**src/rtl/t0x_pkg.sv**
```systemverilog
package t0x_pkg;

   typedef enum logic [2:0] {
      ST_IDLE,
      ST_SEND_HDR,
      ST_DRAIN,
      ST_WAIT_PB,
      ST_XFER_TX,
      ST_XFER_RX,
      ST_WAIT_SW2
   } t0x_state_e;

   typedef enum logic [1:0] {
      ERR_NONE    = 2'd0,
      ERR_TIMEOUT = 2'd1,
      ERR_INVALID = 2'd2,
      ERR_OVERRUN = 2'd3
   } t0x_err_e;

   typedef enum logic [2:0] {
      PB_NULL,
      PB_SW1,
      PB_ALL,
      PB_ONE,
      PB_BAD
   } t0x_pb_e;

   localparam int unsigned HDR_BYTES = 5;
   localparam logic [7:0]  NULL_BYTE = 8'h60;

endpackage

```
**src/rtl/t0x_pb_class.sv**
```systemverilog
module t0x_pb_class
   import t0x_pkg::*;
(
   input  logic [7:0] pb,
   input  logic [7:0] ins,
   output t0x_pb_e    kind
);

   always_comb begin
      if (pb == NULL_BYTE)
         kind = PB_NULL;
      else if (pb[7:4] == 4'h6 || pb[7:4] == 4'h9)
         kind = PB_SW1;
      else if (pb == ins)
         kind = PB_ALL;
      else if (pb == ~ins)
         kind = PB_ONE;
      else
         kind = PB_BAD;
   end

endmodule

```
**src/rtl/t0x_wait_timer.sv**
```systemverilog
module t0x_wait_timer #(
   parameter int unsigned WT_ETU = 9600
) (
   input  logic clk,
   input  logic rst_n,
   input  logic arm,
   input  logic got_byte,
   input  logic etu_tick,
   output logic expire
);

   localparam int unsigned CW = $clog2(WT_ETU + 1);

   logic [CW-1:0] cnt_q;

   assign expire = arm && etu_tick && !got_byte && (cnt_q == CW'(1));

   always_ff @(posedge clk or negedge rst_n) begin
      if (!rst_n)
         cnt_q <= CW'(WT_ETU);
      else if (!arm || got_byte)
         cnt_q <= CW'(WT_ETU);
      else if (etu_tick && cnt_q != CW'(1))
         cnt_q <= cnt_q - CW'(1);
   end

   // the budget counter never runs down to zero
   p_wt_range_r8: assert property (@(posedge clk) disable iff (!rst_n)
      (cnt_q != '0) && (cnt_q <= CW'(WT_ETU)));

endmodule

```
**src/rtl/t0x_exchange.sv**
```systemverilog
module t0x_exchange
   import t0x_pkg::*;
#(
   parameter int unsigned LEN_W  = 9,
   parameter int unsigned DEPTH  = 256,
   parameter int unsigned WT_ETU = 9600
) (
   input  logic             clk,
   input  logic             rst_n,
   input  logic             start,
   input  logic             wr_dir,
   input  logic [39:0]      hdr,
   input  logic [LEN_W-1:0] data_len,
   output logic [LEN_W-1:0] buf_addr,
   input  logic [7:0]       buf_rdata,
   output logic             buf_we,
   output logic [7:0]       buf_wdata,
   output logic             tx_valid,
   output logic [7:0]       tx_byte,
   input  logic             tx_ready,
   input  logic             tx_idle,
   output logic             rx_en,
   output logic             rx_flush,
   input  logic             rx_valid,
   input  logic [7:0]       rx_byte,
   input  logic             etu_tick,
   output logic [7:0]       sw1,
   output logic [7:0]       sw2,
   output logic             done,
   output logic [1:0]       err
);

   localparam int unsigned HW = $clog2(HDR_BYTES);
   localparam logic [LEN_W-1:0] DEPTH_L = LEN_W'(DEPTH);

   generate
      if (LEN_W < 1 || DEPTH < 1 || DEPTH >= (1 << LEN_W)) begin : g_bad_depth
         $error("t0x_exchange: DEPTH must be 1..2**LEN_W-1");
      end
      if (WT_ETU < 2) begin : g_bad_wt
         $error("t0x_exchange: WT_ETU must be at least 2");
      end
   endgenerate

   t0x_state_e       state_q;
   logic [39:0]      hdr_q;
   logic             wr_q;
   logic [LEN_W-1:0] len_q;
   logic [LEN_W-1:0] idx_q;
   logic [LEN_W-1:0] end_q;
   logic [HW-1:0]    hcnt_q;
   logic [7:0]       sw1_q, sw2_q;
   logic             done_q, flush_q;
   t0x_err_e         err_q;

   logic [7:0] hdr_b [HDR_BYTES];
   for (genvar k = 0; k < HDR_BYTES; k++) begin : g_hdr_bytes
      assign hdr_b[k] = hdr_q[8*k +: 8];
   end

   logic       busy, listening, expire;
   t0x_pb_e    pb_kind;
   logic [LEN_W-1:0] idx_next;

   assign busy      = (state_q != ST_IDLE);
   assign listening = (state_q == ST_WAIT_PB) || (state_q == ST_XFER_RX) ||
                      (state_q == ST_WAIT_SW2);
   assign idx_next  = idx_q + LEN_W'(1);

   t0x_pb_class i_class (
      .pb   (rx_byte),
      .ins  (hdr_b[1]),
      .kind (pb_kind)
   );

   t0x_wait_timer #(.WT_ETU(WT_ETU)) i_timer (
      .clk      (clk),
      .rst_n    (rst_n),
      .arm      (listening),
      .got_byte (rx_valid),
      .etu_tick (etu_tick),
      .expire   (expire)
   );

   always_ff @(posedge clk or negedge rst_n) begin
      if (!rst_n) begin
         state_q <= ST_IDLE;
         hdr_q   <= '0;
         wr_q    <= 1'b0;
         len_q   <= '0;
         idx_q   <= '0;
         end_q   <= '0;
         hcnt_q  <= '0;
         sw1_q   <= '0;
         sw2_q   <= '0;
         done_q  <= 1'b0;
         flush_q <= 1'b0;
         err_q   <= ERR_NONE;
      end else begin
         flush_q <= 1'b0;
         unique case (state_q)
            ST_IDLE: if (start) begin
               flush_q <= 1'b1;
               hdr_q   <= hdr;
               wr_q    <= wr_dir;
               len_q   <= data_len;
               idx_q   <= '0;
               hcnt_q  <= '0;
               sw1_q   <= '0;
               sw2_q   <= '0;
               if (data_len > DEPTH_L) begin
                  done_q <= 1'b1;
                  err_q  <= ERR_OVERRUN;
               end else begin
                  done_q  <= 1'b0;
                  err_q   <= ERR_NONE;
                  state_q <= ST_SEND_HDR;
               end
            end
            ST_SEND_HDR: if (tx_ready) begin
               if (hcnt_q == HW'(HDR_BYTES - 1))
                  state_q <= ST_DRAIN;
               else
                  hcnt_q <= hcnt_q + HW'(1);
            end
            ST_DRAIN: if (tx_idle) state_q <= ST_WAIT_PB;
            ST_WAIT_PB: begin
               if (expire) begin
                  state_q <= ST_IDLE; done_q <= 1'b1; err_q <= ERR_TIMEOUT;
               end else if (rx_valid) begin
                  unique case (pb_kind)
                     PB_NULL: ;
                     PB_SW1: begin
                        sw1_q   <= rx_byte;
                        state_q <= ST_WAIT_SW2;
                     end
                     PB_ALL, PB_ONE: begin
                        if (idx_q >= len_q) begin
                           state_q <= ST_IDLE; done_q <= 1'b1; err_q <= ERR_INVALID;
                        end else begin
                           end_q   <= (pb_kind == PB_ALL) ? len_q : idx_next;
                           state_q <= wr_q ? ST_XFER_TX : ST_XFER_RX;
                        end
                     end
                     default: begin
                        state_q <= ST_IDLE; done_q <= 1'b1; err_q <= ERR_INVALID;
                     end
                  endcase
               end
            end
            ST_XFER_TX: if (tx_ready) begin
               idx_q <= idx_next;
               if (idx_next == end_q) state_q <= ST_DRAIN;
            end
            ST_XFER_RX: begin
               if (expire) begin
                  state_q <= ST_IDLE; done_q <= 1'b1; err_q <= ERR_TIMEOUT;
               end else if (rx_valid) begin
                  idx_q <= idx_next;
                  if (idx_next == end_q) state_q <= ST_WAIT_PB;
               end
            end
            ST_WAIT_SW2: begin
               if (expire) begin
                  state_q <= ST_IDLE; done_q <= 1'b1; err_q <= ERR_TIMEOUT;
               end else if (rx_valid) begin
                  sw2_q   <= rx_byte;
                  state_q <= ST_IDLE;
                  done_q  <= 1'b1;
                  err_q   <= ERR_NONE;
               end
            end
            default: state_q <= ST_IDLE;
         endcase
      end
   end

   assign tx_valid  = (state_q == ST_SEND_HDR) || (state_q == ST_XFER_TX);
   assign tx_byte   = (state_q == ST_SEND_HDR) ? hdr_b[hcnt_q] : buf_rdata;
   assign buf_addr  = idx_q;
   assign buf_we    = (state_q == ST_XFER_RX) && rx_valid;
   assign buf_wdata = rx_byte;
   assign rx_en     = listening;
   assign rx_flush  = flush_q;
   assign sw1       = sw1_q;
   assign sw2       = sw2_q;
   assign done      = done_q;
   assign err       = err_q;

   // the receiver switches on only after the line was seen idle
   p_rx_after_idle_r7: assert property (@(posedge clk) disable iff (!rst_n)
      $rose(rx_en) |-> $past(tx_idle));

   // never listening while offering a byte
   p_no_listen_tx_r7: assert property (@(posedge clk) disable iff (!rst_n)
      tx_valid |-> !rx_en);

   // received data stays inside the loaded length
   p_buf_bound_r4: assert property (@(posedge clk) disable iff (!rst_n)
      buf_we |-> (buf_addr < len_q));

   // an expiry always ends in a timeout result
   p_expire_ends_r8: assert property (@(posedge clk) disable iff (!rst_n)
      expire |=> (done && err == 2'd1));

   // a finished result is held until the next start
   p_done_hold_r11: assert property (@(posedge clk) disable iff (!rst_n)
      (done && !start) |=> (done && $stable(err) && $stable(sw2)));

   // a start during an exchange causes no flush
   p_busy_start_r11: assert property (@(posedge clk) disable iff (!rst_n)
      (busy && start) |=> !rx_flush);

   // a flush pulse only follows a start strobe
   p_flush_cause_r9: assert property (@(posedge clk) disable iff (!rst_n)
      rx_flush |-> $past(start));

endmodule

```
**config.mk**
```make
export PLATFORM = sky130hd
export DESIGN_NAME = t0x_exchange
export DESIGN_NICKNAME = d
export VERILOG_FILES = /design/src/rtl/t0x_pkg.sv /design/src/rtl/t0x_pb_class.sv /design/src/rtl/t0x_wait_timer.sv /design/src/rtl/t0x_exchange.sv
export SDC_FILE = /design/constraint.sdc
export NUM_CORES = 1
export LEC_CHECK = 0
export BUFFER_PORTS_ARGS = -buffer_cell sky130_fd_sc_hd__buf_2
export CAP_MARGIN = 40
export CORE_MARGIN = 4
export CORE_UTILIZATION = 48
export DETAILED_ROUTE_END_ITERATION = 10
export HOLD_SLACK_MARGIN = 0.05
export PLACE_DENSITY = 0.79
export SYNTH_ARGS = -nofsm -noshare
export SYNTH_HDL_FRONTEND = slang
export SYNTH_SLANG_ARGS = --single-unit
```
**constraint.sdc**
```tcl
create_clock -name clk -period 5 [get_ports clk]
set_input_delay 0.5 -clock clk [delete_from_list [all_inputs] [get_ports clk]]
set_output_delay 0.5 -clock clk [all_outputs]
set_load 0.005 [all_outputs]
```
# Yosys cells after proc, flatten, opt, wreduce, memory -nomap -nowiden
# Cells that the tools add are included.
dict set report word_totals {
  regBits 108
  output_inout_bits 48
  word_cells 162
}
dict set report op_classes {
  add_sub_neg 3
  magnitude_cmp 3
  eq_ne 41
  muxes 68
  bitwise_logic 4
  n_reduce_logical 30
}
# op count
set op_table {}
lappend op_table {{$mux 8} 9}
lappend op_table {{$mux 3} 22}
lappend op_table {{$mux 9} 5}
lappend op_table {{$pmux 8 s2} 2}
lappend op_table {{$ne 2x2->1 const B} 15}
lappend op_table {{$mux 14} 2}
lappend op_table {{$pmux 9 s3} 1}
lappend op_table {{$bmux 8 s3} 1}
lappend op_table {{$pmux 3 s7} 1}
lappend op_table {{$eq 8x8->1} 2}
lappend op_table {{$mux 2} 8}
lappend op_table {{$ne 3x3->1 const B} 5}
lappend op_table {{$reduce_and 5->1} 3}
lappend op_table {{$eq 14x1->1 const B} 1}
lappend op_table {{$ne 14x1->1 const B} 1}
lappend op_table {{$sub 14x1->14 const B} 1}
lappend op_table {{$eq 3x2->1 const B} 4}
lappend op_table {{$eq 3x3->1 const B} 4}
lappend op_table {{$reduce_and 12->1} 1}
lappend op_table {{$mux 1} 11}
lappend op_table {{$add 9x1->9 const B} 1}
lappend op_table {{$eq 9x9->1} 1}
lappend op_table {{$ge 9x9->1} 1}
lappend op_table {{$gt 9x9->1 const B} 1}
lappend op_table {{other kinds (29)} 46}

# Longest topological paths before layout
# Gate-level depths: netlist of the first run.
dict set report logic_depth {
  depth_word 12
  mapped_depth 10
  depth_no_buf 9
}

# Cells and area by module
# From an unflattened synthesis of the first run, not the netlist that was laid out.
dict set report unflattened {
  cells_unflattened 696
  hier_area_um2 6110.9
}
# module n_inst cells_each area_per_inst_um2
set by_module_without_submodules {}
lappend by_module_without_submodules {t0x_exchange 1 579 5059.9}
lappend by_module_without_submodules {t0x_wait_timer 1 92 845.8}
lappend by_module_without_submodules {t0x_pb_class 1 25 205.2}

# Worst setup path after synthesis of the first run
# Ideal clock, no wire load.
dict set report synth_path {
  path_type {flip-flop to flip-flop}
  start {register idx_q[0] (netlist: buf_addr[0])}
  end {register state_q[2]}
  arrival_ns 2.206
  t_required_ns 4.874
  slack_ns 2.668
  path_stages_with_launch 10
  path_buffers 1
  period_less_slack_ns 2.332
  path_cell_list {dfrtp_1 ha_1 buf_2 and3_1 nand2_1 a22o_1 or4_1 nor2_1 a21oi_2 o32a_1}
}
dict set report synth_via {
  elab_chain_len 6
  word_cells_on_any_way 11
}
# element line_no
set synth_rtl {}
lappend synth_rtl {{from (decl)} t0x_exchange.sv:49} ;# logic [LEN_W-1:0] idx_q;
lappend synth_rtl {{from (signal assigned)} t0x_exchange.sv:152} ;# idx_q <= idx_next;
lappend synth_rtl {{from (signal assigned)} t0x_exchange.sv:159} ;# idx_q <= idx_next;
lappend synth_rtl {{$ge 9x9->1} t0x_exchange.sv:138} ;# if (idx_q >= len_q) begin
lappend synth_rtl {{$mux 3} t0x_exchange.sv:138}
lappend synth_rtl {{$pmux 3 s3} t0x_exchange.sv:131} ;# unique case (pb_kind)
lappend synth_rtl {{$mux 3} t0x_exchange.sv:130} ;# end else if (rx_valid) begin
lappend synth_rtl {{$mux 3} t0x_exchange.sv:128} ;# if (expire) begin
lappend synth_rtl {{$pmux 3 s7} t0x_exchange.sv:101} ;# unique case (state_q)
lappend synth_rtl {{to (signal assigned)} t0x_exchange.sv:142} ;# state_q <= wr_q ? ST_XFER_TX : ST_XFER_RX;
lappend synth_rtl {{to (decl)} t0x_exchange.sv:45} ;# t0x_state_e state_q;
# Parallel ways exist; a longest one is shown, timed or not. The select of a mux whose other input is x is not followed.
# A chain may end at the register's enable or synchronous reset.

# Final worst setup path of the first run
# Ends and elaborated chain as after synthesis.

==> impl_metrics.prom, run 1 <==
# TYPE chip_impl_metric gauge
chip_impl_info{name="path_cells",value="ha_1 > nand3_1 > nor2_1 > o32a_1 > o2111ai_1 > a2111oi_4 > a21oi_2 > o32a_1"} 1
chip_impl_info{name="root_buffer",value="sky130_fd_sc_hd__clkbuf_16"} 1
chip_impl_metric{name="clock_path_buffers",unit=""} 2
chip_impl_metric{name="fp.dieArea",unit="sq um"} 14400
chip_impl_metric{name="num_antenna_cells",unit=""} 0
chip_impl_metric{name="synth.lib_cells_used.distinct",unit=""} 67
chip_impl_metric{name="wire_length_of_the_first_global_routing_pass",unit="mm"} 24.1
chip_impl_metric{name="netlist_instances",unit=""} 676
chip_impl_metric{name="rows",unit=""} 40
chip_impl_metric{name="grt_antenna_before_repair",unit=""} 0
chip_impl_metric{name="clock-sinks",unit=""} 108
chip_impl_metric{name="synth.top_cell.area_share",unit="%"} 43.2
chip_impl_metric{name="yosys_warnings",unit=""} 0
chip_impl_info{name="start_kind",value="flip-flop"} 1
chip_impl_metric{name="dr.pass1.iters",unit=""} 5
chip_impl_metric{name="pwr-share-seq",unit="%"} 41.8
chip_impl_metric{name="placement.io_buffers",unit=""} 120
chip_impl_info{name="synth_ff_type",value="sky130_fd_sc_hd__dfrtp_1"} 1
chip_impl_metric{name="final_layout_size_suffix_gt1_share",unit="%"} 23.3
chip_impl_info{name="yosys-top-cells-count",value="185 x sky130_fd_sc_hd__nand2_1, 104 x sky130_fd_sc_hd__dfrtp_1, 51 x sky130_fd_sc_hd__o21ai_0"} 1
chip_impl_metric{name="setup-tns-final",unit="ns"} 0
chip_impl_metric{name="critPathBufInv",unit=""} 0
chip_impl_metric{name="hpwl",unit="mm"} 10.6
chip_impl_metric{name="postLayoutSetupSlackWorst",unit="ns"} 2.21
chip_impl_metric{name="post_drt_via_cell_ratio",unit=""} 5.42
chip_impl_metric{name="dieWidth",unit="um"} 120
chip_impl_metric{name="vias",unit=""} 5099
chip_impl_info{name="holdCritPathClass",value="in2async"} 1
chip_impl_metric{name="cellPowerDensity",unit="nW/um^2"} 489
chip_impl_info{name="cp_common_cell",value="sky130_fd_sc_hd__o32a_1"} 1
chip_impl_metric{name="largest_net_degree_at_the_start_of_global_routing",unit=""} 62
chip_impl_metric{name="synth_async_sr_flop_share",unit="%"} 100
chip_impl_info{name="top_layer_used",value="met4"} 1
chip_impl_metric{name="slew_violations",unit=""} 0
chip_impl_metric{name="static-leakage-power",unit="nW"} 3.37
chip_impl_metric{name="total_switching_power",unit="W"} 0.00129
chip_impl_metric{name="cp_data_arrival_time",unit="ns"} 3.01
chip_impl_metric{name="netlist_area",unit="sq um"} 6020
chip_impl_metric{name="mappedNetlistNets",unit=""} 763
chip_impl_metric{name="area_delta_synth_final",unit="%"} 15.4
chip_impl_info{name="critical_path_class",value="reg2reg"} 1
chip_impl_metric{name="wire_length_on_met1",unit="mm"} 6.24
chip_impl_metric{name="place.detailed.instances",unit=""} 925
chip_impl_metric{name="cellInternalPower",unit="W"} 0.00210
chip_impl_metric{name="synth-edff-count",unit=""} 0
chip_impl_metric{name="vdd.ir_drop.worst",unit="V"} 0.000243
chip_impl_metric{name="worst-path-max-fanout",unit=""} 9
chip_impl_metric{name="detail_route.drc_violations",unit=""} 0
chip_impl_metric{name="worst_slew_pin_slew",unit="ns"} 0.831
chip_impl_metric{name="finish.net_count",unit=""} 855
chip_impl_metric{name="length_of_routed_met3_wiring",unit="um"} 791
chip_impl_metric{name="fin_util",unit="%"} 57.1
chip_impl_metric{name="synth_area_per_cell",unit="sq um"} 8.90
chip_impl_metric{name="post_cts.resized_instances",unit=""} 0
chip_impl_metric{name="share_of_synthesized_area_occupied_by_flip_flops_and_latches",unit="%"} 45.0
chip_impl_metric{name="power_frac_clock",unit="%"} 21.1
chip_impl_info{name="synth_most_common_cell",value="sky130_fd_sc_hd__nand2_1"} 1
chip_impl_info{name="setup_repair_after_global_routing_missed_its_margin",value="no"} 1
chip_impl_metric{name="antenna_violating_nets_post_route",unit=""} 0
chip_impl_metric{name="cts_h_tree_depth",unit=""} 3
chip_impl_metric{name="slew_headroom",unit="%"} 44.2
chip_impl_metric{name="combPwrFrac",unit="%"} 37.1
chip_impl_metric{name="detail_route.iter0.violations",unit=""} 250
chip_impl_metric{name="fill_cells",unit=""} 1099
chip_impl_metric{name="clk-insertion-delay-late",unit="ns"} 0.35
chip_impl_metric{name="average_routed_wire_per_standard_cell",unit="um"} 15.3
chip_impl_metric{name="groute.usage.overall",unit="%"} 20.6
chip_impl_metric{name="globalplace.congestion",unit=""} 0.908
chip_impl_metric{name="die_height",unit="um"} 120
chip_impl_metric{name="clkSlewWorstSetupHoldPaths",unit="ns"} 0.07
chip_impl_metric{name="max-cap-violations",unit=""} 0
chip_impl_metric{name="post_place_setup_slack",unit="ns"} 2.26
chip_impl_metric{name="grt_pass1_vias",unit=""} 5017
chip_impl_metric{name="gr-total-overflow",unit=""} 0
chip_impl_metric{name="worst_clock_skew_on_the_final_layout",unit="ns"} 0.00522
chip_impl_metric{name="power_switching_share",unit="%"} 38.1
chip_impl_metric{name="hold_buffers",unit=""} 0
chip_impl_metric{name="slowest_delay",unit="ns"} 0.56
chip_impl_metric{name="achievable-frequency",unit="MHz"} 359
chip_impl_metric{name="route.final.wire_length",unit="mm"} 14.4
chip_impl_metric{name="postCtsSetupBuffers",unit=""} 0
chip_impl_info{name="cp_top_family",value="compound AO/OA/AOI/OAI gates"} 1
chip_impl_metric{name="io_pins",unit=""} 121
chip_impl_metric{name="fp.coreArea",unit="sq um"} 12200
chip_impl_info{name="tritoncts",value="done"} 1
chip_impl_metric{name="cts-buffers-inserted",unit=""} 9
chip_impl_metric{name="min_period_over_period",unit="%"} 55.7
chip_impl_info{name="critPathCaptureType",value="flip-flop"} 1
chip_impl_metric{name="worst-endpoint-required",unit="ns"} 5.23
chip_impl_metric{name="setup_violations",unit=""} 0
chip_impl_info{name="run_status",value="finished clean"} 1
chip_impl_metric{name="floorplan.initialDensity",unit="%"} 49.5
chip_impl_metric{name="synth_seq_cells",unit=""} 108
chip_impl_metric{name="met2WireLength",unit="mm"} 7.18
chip_impl_info{name="post_synth_main_area_contributors",value="sky130_fd_sc_hd__dfrtp_1 43%, sky130_fd_sc_hd__nand2_1 12%, sky130_fd_sc_hd__o21ai_0 4.2%, sky130_fd_sc_hd__xnor2_1 3.3%, sky130_fd_sc_hd__mux4_2 3.0%"} 1
chip_impl_info{name="cp_slowest_cell",value="sky130_fd_sc_hd__dfrtp_1"} 1
chip_impl_metric{name="post_layout_nonfiller_instances",unit=""} 941
chip_impl_metric{name="post-route-min-period",unit="ns"} 2.79
chip_impl_info{name="synth_top_area_cell",value="sky130_fd_sc_hd__dfrtp_1"} 1
chip_impl_metric{name="final-hold-violation-count",unit=""} 0
power groups by stage:
stage               sequential (W)  combinational, W  clock (W)
finish                     0.00142           0.00126   0.000715
global route               0.00146           0.00144   0.000761
CTS                        0.00142           0.00128   0.000722
detailed placement         0.00143           0.00127          0
global placement           0.00142           0.00123          0
floorplan                  0.00133          0.000973          0
sequential cells by signal, indices dropped and copies added (netlist names):
register / count
wr_q: 1
buf_addr: 9
i_timer.cnt_q: 14
sw2: 8
state_q: 3
err: 2
hdr_q: 40
end_q: 9
len_q: 9
sw1: 8
hcnt_q: 3
done: 1
rx_flush: 1
path summary, 6_finish.rpt:
path,from,to,slack (ns),depth (start not counted)
worst max-delay path,buf_addr[0]$_DFFE_PN0P_,state_q[2]$_DFFE_PN0P_,2.21,8
worst min-delay path,rst_n,i_timer.cnt_q[4]$_DFFE_PN0P_,0.1,1
worst max register to register,buf_addr[0]$_DFFE_PN0P_,state_q[2]$_DFFE_PN0P_,2.21,8
worst min register to register,hdr_q[25]$_DFFE_PN0P_,hdr_q[25]$_DFFE_PN0P_,0.47,2
max in group asynchronous,rst_n,hdr_q[5]$_DFFE_PN0P_,3.82,3
min in group clk,hdr[25],hdr_q[25]$_DFFE_PN0P_,0.33,3
through the flow:
step / hold slack [ns] / total power (W) / cell area [sq um]
6_report: 0.0952 / 0.00340 / 6940
4_1_cts: 0.113 / 0.00341 / 6940
5_1_grt: 0.130 / 0.00366 / 6940
3_5_place_dp: 0.457 / 0.00270 / 6650
2_1_floorplan: 0.204 / 0.00230 / 6020
3_3_place_gp: 0.452 / 0.00265 / 6630
kinds of logic (layout without fill, tap and decap cells):
| logic type | Yosys count | in the layout | share of synthesized area, % |
|---|---|---|---|
| AND/OR/NAND/NOR | 299 | 299 | 22.8 |
| AO/OA/AOI/OAI | 136 | 136 | 14.3 |
| flip-flops | 108 | 108 | 45.0 |
| buffers and inverters | 69 | 166 | 5.38 |
| XOR/XNOR | 30 | 30 | 4.49 |
| multiplexers | 20 | 20 | 5.20 |
| adder cells (fa/ha/maj) | 14 | 14 | 2.91 |
final cells by class:
cell class	count	area, sq um	share of cell area [%]
Clock buffer	9	225	3.24
Timing Repair Buffer	125	653	9.41
Tap cell	168	210	3.03
Sequential cell	108	2710	39.0
Multi-Input combinational cell	499	2990	43.0
Inverter	25	93.8	1.35
Clock inverter	7	66.3	0.955
layer usage:
layer	global-route usage (%)	up-vias
li1	-	2501
met1	26.9	2426
met2	34.9	155
met3	4.38	17
met4	5.37	0
met5	0	-
cells in the final DEF (no fill, tap or decap), types with 6 or more instances in the layout:
cell type                   instances
sky130_fd_sc_hd__a22o_1             9
sky130_fd_sc_hd__nand2b_1           7
sky130_fd_sc_hd__o21ai_0           51
sky130_fd_sc_hd__nand2_1          185
sky130_fd_sc_hd__a22oi_1            8
sky130_fd_sc_hd__mux4_2             8
sky130_fd_sc_hd__buf_2            119
sky130_fd_sc_hd__ha_1              14
sky130_fd_sc_hd__a21oi_1           35
sky130_fd_sc_hd__nor4_1             9
sky130_fd_sc_hd__nor2_1            42
sky130_fd_sc_hd__nand4_1            7
sky130_fd_sc_hd__xor2_1             6
sky130_fd_sc_hd__inv_1             23
sky130_fd_sc_hd__mux2_2            10
sky130_fd_sc_hd__nor3_1             7
sky130_fd_sc_hd__clkbuf_16          9
sky130_fd_sc_hd__xnor2_1           23
sky130_fd_sc_hd__dfrtp_1          104
worst reg2reg max path, delay by kind of cell (launching register included):
kind,cells,cell delay [ns]
compound gates,5,1.08
simple gates,2,0.63
flops,1,0.56
fa+ha+maj,1,0.39
Power figures use the tool's default switching activity.
==> inputs of run 2 (changes only) <==
--- a/config.mk
+++ b/config.mk
@@ -11,7 +11,7 @@
 export CORE_UTILIZATION = 48
 export DETAILED_ROUTE_END_ITERATION = 10
 export HOLD_SLACK_MARGIN = 0.05
-export PLACE_DENSITY = 0.79
+export PLACE_DENSITY = 0.82
 export SYNTH_ARGS = -nofsm -noshare
 export SYNTH_HDL_FRONTEND = slang
 export SYNTH_SLANG_ARGS = --single-unit
==> constraint.sdc (replaced) <==
create_clock -name clk -period 2.5 [get_ports clk]
set_input_delay 0.25 -clock clk [delete_from_list [all_inputs] [get_ports clk]]
set_output_delay 0.25 -clock clk [all_outputs]
set_load 0.005 [all_outputs]
==> run 2 against run 1 <==
Against the previous run: die area did not move; sequential cell count did not move; final area rose by 2.6%; clock power rose by 110%; core utilization rose by 1.5 points; first-iteration DRC count rose by 54%; combinational power rose by 120%; total power rose by 110%; cell count rose by 2.0%; sequential power rose by 95%; via count rose by 2.1%; setup slack got worse by 2.1 ns; critical path type unchanged; largest cell class unchanged; highest routed layer unchanged.
==> impl_metrics.prom, run 2 (synthesized netlist as in run 1, its figures left out) <==
# TYPE chip_impl_metric gauge
chip_impl_info{name="run_status",value="finished clean"} 1
chip_impl_metric{name="cellPowerDensity",unit="nW/um^2"} 985
chip_impl_metric{name="grt_antenna_before_repair",unit=""} 0
chip_impl_info{name="largest-register",value="hdr_q"} 1
chip_impl_metric{name="area_delta_synth_final",unit="%"} 18.4
chip_impl_metric{name="cts_h_tree_depth",unit=""} 3
chip_impl_info{name="critical_path_class",value="reg2reg"} 1
chip_impl_metric{name="post-route-min-period",unit="ns"} 2.41
chip_impl_metric{name="cp_data_arrival_time",unit="ns"} 2.65
chip_impl_info{name="critPathCaptureType",value="flip-flop"} 1
chip_impl_metric{name="min_period_over_period",unit="%"} 96.3
chip_impl_metric{name="post_drt_via_cell_ratio",unit=""} 5.42
chip_impl_info{name="critical_path.reg2reg.endpoint",value="state_q[2]$_DFFE_PN0P_"} 1
chip_impl_metric{name="route.final.wire_length",unit="mm"} 15.1
chip_impl_metric{name="fp.dieArea",unit="sq um"} 14400
chip_impl_metric{name="detail_route.drc_violations",unit=""} 0
chip_impl_metric{name="clk-insertion-delay-late",unit="ns"} 0.36
chip_impl_info{name="cp_slowest_cell",value="sky130_fd_sc_hd__or4_1"} 1
chip_impl_info{name="start_kind",value="flip-flop"} 1
chip_impl_metric{name="post_layout_nonfiller_instances",unit=""} 960
chip_impl_metric{name="max_reg_flops",unit=""} 40
chip_impl_info{name="worst_hold_path.endpoint",value="hdr_q[39]$_DFFE_PN0P_"} 1
chip_impl_metric{name="wire_length_of_the_first_global_routing_pass",unit="mm"} 24.6
chip_impl_metric{name="clock_path_buffers",unit=""} 2
chip_impl_metric{name="num_antenna_cells",unit=""} 0
chip_impl_metric{name="gr-total-overflow",unit=""} 0
chip_impl_metric{name="grt_pass1_vias",unit=""} 5075
chip_impl_metric{name="die_height",unit="um"} 120
chip_impl_metric{name="power_switching_share",unit="%"} 38.5
chip_impl_metric{name="vias",unit=""} 5206
chip_impl_info{name="tritoncts",value="done"} 1
chip_impl_metric{name="dr.pass1.iters",unit=""} 5
chip_impl_metric{name="largest_net_degree_at_the_start_of_global_routing",unit=""} 72
chip_impl_metric{name="slew_violations",unit=""} 0
chip_impl_metric{name="total_switching_power",unit="W"} 0.00270
chip_impl_metric{name="cts-buffers-inserted",unit=""} 9
chip_impl_metric{name="setup-tns-final",unit="ns"} 0
chip_impl_metric{name="max-cap-violations",unit=""} 0
chip_impl_info{name="cp_top_family",value="simple AND/OR/NAND/NOR gates"} 1
chip_impl_info{name="min-delay-start",value="hdr[39]"} 1
chip_impl_metric{name="final-hold-violation-count",unit=""} 0
chip_impl_metric{name="antenna_violating_nets_post_route",unit=""} 0
chip_impl_metric{name="power_frac_clock",unit="%"} 21.3
chip_impl_metric{name="postCtsSetupBuffers",unit=""} 0
chip_impl_metric{name="slowest_delay",unit="ns"} 0.51
chip_impl_metric{name="floorplan.initialDensity",unit="%"} 49.5
chip_impl_metric{name="finish.net_count",unit=""} 874
chip_impl_metric{name="detail_route.iter0.violations",unit=""} 386
chip_impl_metric{name="worst-path-max-fanout",unit=""} 5
chip_impl_info{name="path_cells",value="ha_1 > and3_1 > nand2_1 > a22o_1 > or4_1 > nor2_1 > a21oi_2 > o32a_1"} 1
chip_impl_metric{name="dieWidth",unit="um"} 120
chip_impl_metric{name="critPathBufInv",unit=""} 0
chip_impl_metric{name="final_layout_size_suffix_gt1_share",unit="%"} 25.4
chip_impl_metric{name="slew_headroom",unit="%"} 60.0
chip_impl_metric{name="worst_slew_pin_slew",unit="ns"} 0.597
chip_impl_metric{name="cellInternalPower",unit="W"} 0.00432
chip_impl_metric{name="rows",unit=""} 40
chip_impl_metric{name="reg2reg_slack",unit="ns"} 0.09
chip_impl_metric{name="vdd.ir_drop.worst",unit="V"} 0.000594
chip_impl_info{name="holdCritPathClass",value="in2reg"} 1
chip_impl_metric{name="placement.io_buffers",unit=""} 120
chip_impl_info{name="most-common-layout-cells",value="185 x sky130_fd_sc_hd__nand2_1, 119 x sky130_fd_sc_hd__buf_2, 103 x sky130_fd_sc_hd__dfrtp_1, 51 x sky130_fd_sc_hd__o21ai_0, 42 x sky130_fd_sc_hd__nor2_1"} 1
chip_impl_metric{name="place.detailed.instances",unit=""} 943
chip_impl_metric{name="io_pins",unit=""} 121
chip_impl_metric{name="hold_path_depth",unit=""} 3
chip_impl_info{name="layout_commonest_cell",value="sky130_fd_sc_hd__nand2_1"} 1
chip_impl_info{name="reg2reg_from",value="buf_addr[1]$_DFFE_PN0P_"} 1
chip_impl_metric{name="worst-r2r-cell-count",unit=""} 8
chip_impl_info{name="biggestRegsByFlops",value="hdr_q (40), i_timer.cnt_q (14)"} 1
chip_impl_info{name="crit_path_start",value="buf_addr[1]$_DFFE_PN0P_"} 1
chip_impl_metric{name="groute.usage.overall",unit="%"} 21.1
chip_impl_metric{name="achievable-frequency",unit="MHz"} 416
chip_impl_metric{name="globalplace.congestion",unit=""} 0.975
chip_impl_metric{name="fill_cells",unit=""} 1079
chip_impl_metric{name="setup_violations",unit=""} 0
chip_impl_metric{name="clkSlewWorstSetupHoldPaths",unit="ns"} 0.08
chip_impl_metric{name="hpwl",unit="mm"} 11.3
chip_impl_metric{name="fp.coreArea",unit="sq um"} 12200
chip_impl_metric{name="average_routed_wire_per_standard_cell",unit="um"} 15.8
chip_impl_metric{name="static-leakage-power",unit="nW"} 3.48
chip_impl_metric{name="worst-endpoint-required",unit="ns"} 2.74
chip_impl_metric{name="combPwrFrac",unit="%"} 39.3
chip_impl_metric{name="clock-sinks",unit=""} 108
chip_impl_info{name="root_buffer",value="sky130_fd_sc_hd__clkbuf_16"} 1
chip_impl_info{name="setup_repair_after_global_routing_missed_its_margin",value="no"} 1
chip_impl_metric{name="pwr-share-seq",unit="%"} 39.4
chip_impl_metric{name="worst_clock_skew_on_the_final_layout",unit="ns"} 0.0104
## run 2: area by class of cell
type                            instances  area, sq um  share of cell area, %
Multi-Input combinational cell        499         3010                   42.2
Sequential cell                       108         2710                   38.0
Timing Repair Buffer                  144          798                   11.2
Clock buffer                           10          229                   3.21
Tap cell                              168          210                   2.95
Inverter                               25         93.8                   1.32
Clock inverter                          6         76.3                   1.07
## run 2: how the worst max path moves through the flow
stage                                   endpoint  slack, ns  cells after the start
final                     state_q[2]$_DFFE_PN0P_       0.09                      8
after global routing      state_q[2]$_DFFE_PN0P_      0.004                      8
after floorplan           state_q[2]$_DFFE_PN0P_       0.17                      9
after CTS                             tx_byte[6]       0.03                      4
after detailed placement  state_q[2]$_DFFE_PN0P_       0.12                      8
after global placement      end_q[2]$_DFFE_PN0P_       0.17                      8
## run 2: repair_timing
action                     in CTS  in global routing
hold buffers                    1                  0
hold endpoints to repair      104                  0
resized for setup               1                  5
setup endpoints to repair       8                 15
## run 2: routing by layer
metal	wire (um)	global-route usage [%]	vias up	part of all wire, %
li1	-	-	2529	-
met1	6850	28.8	2496	45
met2	7140	33.6	158	47
met3	834	4.43	23	5.5
met4	319	7.23	0	2.1
met5	0	0	-	0
## run 2: tightest hold or removal path, stage by stage
cell and delay, ns:
sky130_fd_sc_hd__buf_2 0.07, sky130_fd_sc_hd__nand2_1 0.04, sky130_fd_sc_hd__nand2_1 0.05
## run 2: power by group through the flow
stage	registers, W	clock network [W]	logic [W]
CTS	0.00276	0.00152	0.00275
detailed placement	0.00277	0	0.00275
global placement	0.00277	0	0.00266
floorplan	0.00265	0	0.00195
global route	0.00283	0.00160	0.00310
finish	0.00277	0.00149	0.00276
## run 2: metrics by stage
step	setup slack (ns)	power [W]	utilization [%]	hold slack [ns]	instance area [sq um]
after detailed placement	0.122	0.00552	55.8	0.300	6790
after CTS	0.0253	0.00704	58.4	0.0676	7110
final	0.0937	0.00702	58.6	0.0809	7130
after floorplan	0.168	0.00460	-	-0.0456	6020
after global routing	0.00426	0.00754	58.6	0.0710	7130
after global placement	0.169	0.00542	55.8	0.292	6790
